<file path="src/rtl/tri_lut_pkg.sv">
package tri_lut_pkg;

    localparam int LUT_IN = 3;
    localparam int TBL_W  = 1 << LUT_IN;

    typedef enum logic [1:0] {
        MODE_IMM    = 2'b00,
        MODE_REGTBL = 2'b01,
        MODE_CRF    = 2'b10,
        MODE_RSVD   = 2'b11
    } tlu_mode_e;

endpackage

</file>
<file path="src/rtl/tri_lut_cell.sv">
module tri_lut_cell
    import tri_lut_pkg::*;
(
    input  logic [TBL_W-1:0] table_bits,
    input  logic             sel_hi,
    input  logic             sel_mid,
    input  logic             sel_lo,
    output logic             y
);
    logic [LUT_IN-1:0] idx;

    always_comb begin
        idx = {sel_hi, sel_mid, sel_lo};
        y   = table_bits[idx];
    end
endmodule

</file>
<file path="src/rtl/tri_lut_word_plane.sv">
module tri_lut_word_plane
    import tri_lut_pkg::*;
#(
    parameter int DATA_W = 64
) (
    input  logic [TBL_W-1:0]  table_bits,
    input  logic [DATA_W-1:0] w_dst,
    input  logic [DATA_W-1:0] w_a,
    input  logic [DATA_W-1:0] w_b,
    output logic [DATA_W-1:0] w_res
);
    for (genvar gi = 0; gi < DATA_W; gi++) begin : g_bit
        tri_lut_cell u_cell (
            .table_bits (table_bits),
            .sel_hi     (w_dst[gi]),
            .sel_mid    (w_a[gi]),
            .sel_lo     (w_b[gi]),
            .y          (w_res[gi])
        );
    end
endmodule

</file>
<file path="src/rtl/tri_lut_cr_plane.sv">
module tri_lut_cr_plane
    import tri_lut_pkg::*;
#(
    parameter int CRF_W = 4
) (
    input  logic [TBL_W-1:0] table_bits,
    input  logic [CRF_W-1:0] f_dst,
    input  logic [CRF_W-1:0] f_b,
    input  logic [CRF_W-1:0] f_c,
    input  logic [CRF_W-1:0] f_mask,
    output logic [CRF_W-1:0] f_res
);
    for (genvar gi = 0; gi < CRF_W; gi++) begin : g_pos
        logic lut_y;

        tri_lut_cell u_cell (
            .table_bits (table_bits),
            .sel_hi     (f_dst[gi]),
            .sel_mid    (f_b[gi]),
            .sel_lo     (f_c[gi]),
            .y          (lut_y)
        );

        assign f_res[gi] = f_mask[gi] ? lut_y : f_dst[gi];
    end
endmodule

</file>
<file path="src/rtl/tri_lut_unit.sv">
module tri_lut_unit
    import tri_lut_pkg::*;
#(
    parameter int DATA_W = 64,
    parameter int CRF_W  = 4
) (
    input  logic              clk,
    input  logic              rst_n,
    input  logic              in_valid,
    input  logic [1:0]        mode,
    input  logic [TBL_W-1:0]  tbl_imm,
    input  logic [TBL_W-1:0]  op_tbl_lo,
    input  logic [DATA_W-1:0] op_dst,
    input  logic [DATA_W-1:0] op_a,
    input  logic [DATA_W-1:0] op_b,
    input  logic [CRF_W-1:0]  cr_dst,
    input  logic [CRF_W-1:0]  cr_b,
    input  logic [CRF_W-1:0]  cr_c,
    input  logic [CRF_W-1:0]  cr_mask,
    output logic              out_valid,
    output logic [DATA_W-1:0] out_word,
    output logic [CRF_W-1:0]  out_cr
);
    typedef struct packed {
        logic              valid;
        logic [DATA_W-1:0] word;
        logic [CRF_W-1:0]  cr;
    } res_state_t;

    localparam res_state_t RES_RESET = '{valid: 1'b0, word: '0, cr: '0};

    res_state_t st_d, st_q;

    tlu_mode_e         mode_sel;
    logic [TBL_W-1:0]  word_table;
    logic [DATA_W-1:0] word_res;
    logic [CRF_W-1:0]  cr_res;

    always_comb begin
        mode_sel   = tlu_mode_e'(mode);
        word_table = (mode_sel == MODE_REGTBL) ? op_tbl_lo : tbl_imm;
    end

    tri_lut_word_plane #(
        .DATA_W (DATA_W)
    ) u_word_plane (
        .table_bits (word_table),
        .w_dst      (op_dst),
        .w_a        (op_a),
        .w_b        (op_b),
        .w_res      (word_res)
    );

    tri_lut_cr_plane #(
        .CRF_W (CRF_W)
    ) u_cr_plane (
        .table_bits (tbl_imm),
        .f_dst      (cr_dst),
        .f_b        (cr_b),
        .f_c        (cr_c),
        .f_mask     (cr_mask),
        .f_res      (cr_res)
    );

    always_comb begin
        st_d       = st_q;
        st_d.valid = in_valid;
        if (in_valid) begin
            unique case (mode_sel)
                MODE_IMM, MODE_REGTBL: begin
                    st_d.word = word_res;
                    st_d.cr   = '0;
                end
                MODE_CRF: begin
                    st_d.word = '0;
                    st_d.cr   = cr_res;
                end
                default: begin
                    st_d.word = '0;
                    st_d.cr   = '0;
                end
            endcase
        end
    end

    always_ff @(posedge clk) begin
        if (!rst_n) begin
            st_q <= RES_RESET;
        end else begin
            st_q <= st_d;
        end
    end

    assign out_valid = st_q.valid;
    assign out_word  = st_q.word;
    assign out_cr    = st_q.cr;
endmodule

</file>
<file path="config.mk">
export PLATFORM = sky130hd
export DESIGN_NAME = tri_lut_unit
export DESIGN_NICKNAME = d
export VERILOG_FILES = /design/src/rtl/tri_lut_pkg.sv /design/src/rtl/tri_lut_cell.sv /design/src/rtl/tri_lut_word_plane.sv /design/src/rtl/tri_lut_cr_plane.sv /design/src/rtl/tri_lut_unit.sv
export SDC_FILE = /design/constraint.sdc
export NUM_CORES = 1
export LEC_CHECK = 0
export BUFFER_PORTS_ARGS = -buffer_cell sky130_fd_sc_hd__buf_4
export CORE_MARGIN = 10
export CORE_UTILIZATION = 32
export CTS_BUF_LIST = sky130_fd_sc_hd__clkbuf_4 sky130_fd_sc_hd__clkbuf_8
export CTS_CLUSTER_SIZE = 30
export DETAILED_ROUTE_END_ITERATION = 8
export SLEW_MARGIN = 10
export SYNTH_ARGS = -nofsm -noshare
export SYNTH_HDL_FRONTEND = slang
export SYNTH_HIERARCHICAL = 1
export SYNTH_SLANG_ARGS = --single-unit
</file>
<file path="constraint.sdc">
create_clock -name clk -period 2.45 [get_ports clk]
set_input_delay 0.3675 -clock clk [delete_from_list [all_inputs] [get_ports clk]]
set_output_delay 0.3675 -clock clk [all_outputs]
set_load 0.02 [all_outputs]
</file>
==> metrics.md <==
| Metric | Value |
|---|---|
| Placed Area | `10400 sq um` |
| CP Launch Type | `primary input` |
| Sequential power share | `between 30% and 40%` |
| Slew Limit Headroom | `between 50% and 60%` |
| Main combinational cell family by area after synthesis | `multiplexers` |
| Reg2Reg Capture Point | `out_cr[2]` |
| Largest net degree at the start of global routing | `70` |
| Largest area contributor in the netlist | `mux4_1` |
| Worst-path clk slew | `around 0.090 ns` |
| Status | `finished clean` |
| CP endpoint kind | `flop` |
| Max Cap Viol | `0` |
| Synth Cell Area | `roughly 7500 sq um` |
| Arrival time worst endpoint | `around 2.3 ns` |
| Final WL | `between 20000 and 30000 microns` |
| Tot Pwr | `roughly 4.0 mW` |
| Synth unique cells | `15` |
| Adder-cell share of the synthesized area | `0%` |
| Longest Clk Path Bufs | `2` |
| Post-synthesis sequential area ratio | `between 15 and 20%` |
| Pint | `approximately 2.8 mW` |
| Leak Pwr | `about 4.5 nW` |
| Setup TNS Final | `0 ns` |
| Via count | `between 6000 and 7000` |
| Wire per inst | `between 20 and 25 microns` |
| Die Wd | `around 170 microns` |
| Hold endpoint | `out_cr[3]` |
| Post-synth EDFFs | `0` |
| Worst Max-Slew Pin Slew | `approximately 0.71 ns` |
| Hold Vio Cnt, Final | `0` |
| Drt initial violations | `between 200 and 300` |
| Layout area overhead | `40.7%` |
| Top cells by area, synth | `mux4_1 47%, dfxtp_1 18%, mux2_2 10%` |
| Post-DR vias/cell | `approximately 5.6` |
| Clock Root Buffer | `clkbuf_8` |
| Vias in the first global route | `6843` |
| Flop-to-flop setup slack | `around 1.8 ns` |
| Row cnt | `56` |
| Worst hold start | `mode[0]` |
| Sw Ratio | `between 30% and 40%` |
| Synth Area in Compound Gates | `6.78%` |
| Placement Setup Slack | `-0.00496 ns` |
| Post-route non-filler standard cell count | `1147` |
| Peak supply drop | `around 250 uV` |
| Gr ovfl total | `0` |
| Most used DFF post-synth | `dfxtp_1` |
| Post-route setup slack | `0.374 ns` |
| Syn_area_per_cell | `between 10 and 15 sq um` |
| Core area | `23300 sq um` |
| Die height | `about 170 microns` |
| Post-Place Cells | `around 1100` |
| DRC Markers | `0` |
| Final Instance Area | `10600 sq um` |
| Tmin final | `slightly above 2 ns` |
| Drt first pass iters | `4` |
| Area share of the largest cell type after synthesis | `~47%` |
| CP Class | `primary input to flop` |
| Initial Util | `32.3%` |
| Dpl hpwl | `about 20000 microns` |
| Clk pwr share | `between 20% and 30%` |
| XOR/XNOR Fraction of Synth Area | `0%` |
| Part of the power in combinational logic | `43.4%` |
| ANT cells | `0` |
| Clock sinks | `69` |
| WP data required | `approximately 2.7 ns` |
| Die ar. | `30100 sq um` |
| Antenna violations before repair | `0` |
| Overall Global Routing Usage | `17.7%` |
| Worst-path fanout max | `32` |
| Nets | `1052` |
| Yosys warning count | `6` |
| Most instantiated cells after synthesis | `136 x mux4_1, 69 x dfxtp_1, 68 x a21boi_1, 68 x mux2_2, 68 x nand2b_1` |
| Post-CTS resize count | `0` |
| Yosys reg bits | `slightly below 70` |
| NetSw | `between 1 and 1.5 mW` |
| PwrDens | `between 300 and 400 nW/um^2` |
| Simple-gate share of the synthesized area | `between 10 and 15%` |
| Final hold slack | `slightly above 0.3 ns` |
| First-pass GRT wire length | `between 40000 and 50000 microns` |
| Final Max Slew Viols | `0` |
| RR Startpoint | `out_cr[2]` |
| Post-synth ARST share | `0%` |
| Final design utilization | `~45%` |
| Fmax | `482 MHz` |
| Cells on worst reg2reg path | `2` |
| CTS Buf Count | `9` |
| H-tree Lvls | `3` |
| Worst skew pair latency | `approximately 0.37 ns` |
| Final setup violating endpoints | `0` |
| Share of layout cells above drive strength 1 | `roughly 50%` |
| Worst Hold Path Cells | `3` |
| RSZ-0062 raised after global routing | `false` |
| Syn Inst Count | `about 520` |
| Top-Level Pins | `approximately 300` |
| Final period util | `84.7%` |
| Hold WC Path Type | `primary input to flop` |
| Final ANT Viol Nets | `0` |
| Post-Route Skew | `0 ns` |
| Cell with the most instances after synthesis | `mux4_1` |
| Setup Buffers After CTS | `0` |
| Post-synth net total | `750` |
| Proportion of synthesized area in mux cells | `roughly three fifths` |
| Hold buffer count at CTS | `0` |
| Placer Congestion | `~0.77` |
| CTS tree | `done` |
| IO Port Bufs | `between 200 and 300` |
area by class of cell:
class,count,area (sq um)
clock buffer,11,151
clock inverter,5,58.8
fill,2212,12700
multi-input combinational,422,5980
sequential,69,1380
tap,319,399
timing repair buffer,321,2620
worst max path at each step:
stage	startpoint	endpoint	slack (ns)	cells after the start
after CTS	mode[1]	out_word[24]	0.41	9
after detailed placement	mode[1]	out_word[24]	-0.005	9
after floorplan	mode[0]	out_word[0]	0.33	7
final	mode[1]	out_word[14]	0.37	9
after global routing	mode[1]	out_word[24]	0.31	9
after global placement	mode[1]	out_word[22]	-0.002	9
layer usage:
| metal | part of all wire, % | up-vias | GRT usage (%) |
|---|---|---|---|
| li1 | - | 2915 | - |
| met1 | 42 | 3215 | 21.4 |
| met2 | 49 | 275 | 30.0 |
| met3 | 7.5 | 24 | 5.27 |
| met4 | 1.7 | 0 | 4.53 |
| met5 | 0 | - | 0 |
worst max-delay path: stages:
cell	delay [ns]
buf_4	0.14
nor2b_1	0.10
buf_4	0.21
mux2_4	0.35
buf_12	0.17
mux4_1	0.53
mux2_2	0.28
nand3b_1	0.09
a21boi_1	0.06
power groups by stage:
stage / Clock, mW / Combinational, mW / Sequential, mW
floorplan: 0 / 0.889 / 1.31
global placement: 0 / 1.72 / 1.24
detailed placement: 0 / 1.74 / 1.24
CTS: 1.09 / 1.74 / 1.22
global route: 1.12 / 1.85 / 1.22
finish: 1.04 / 1.73 / 1.22
state kept, by name, summed over array words and instances, names as in the netlist:
register,cells
out_cr,4
out_word,64
out_valid,1
cell usage in the layout (no fill, tap or decap), types with 2 or more instances in the layout:
master	instances
a21boi_1	68
buf_12	17
buf_4	304
clkbuf_8	11
clkinvlp_4	2
dfxtp_1	69
mux2_2	68
mux2_4	12
mux4_1	136
nand2b_1	68
nand3b_1	64
nand4b_1	4
cell families (layout without fill, tap and decap cells):
group,Yosys count,count (layout)
AOI/OAI and AO/OA,68,68
buffers and inverters,30,337
DFF,69,69
muxes,216,216
and+or+nand+nor,138,138
(Power assumes the default switching activity.)
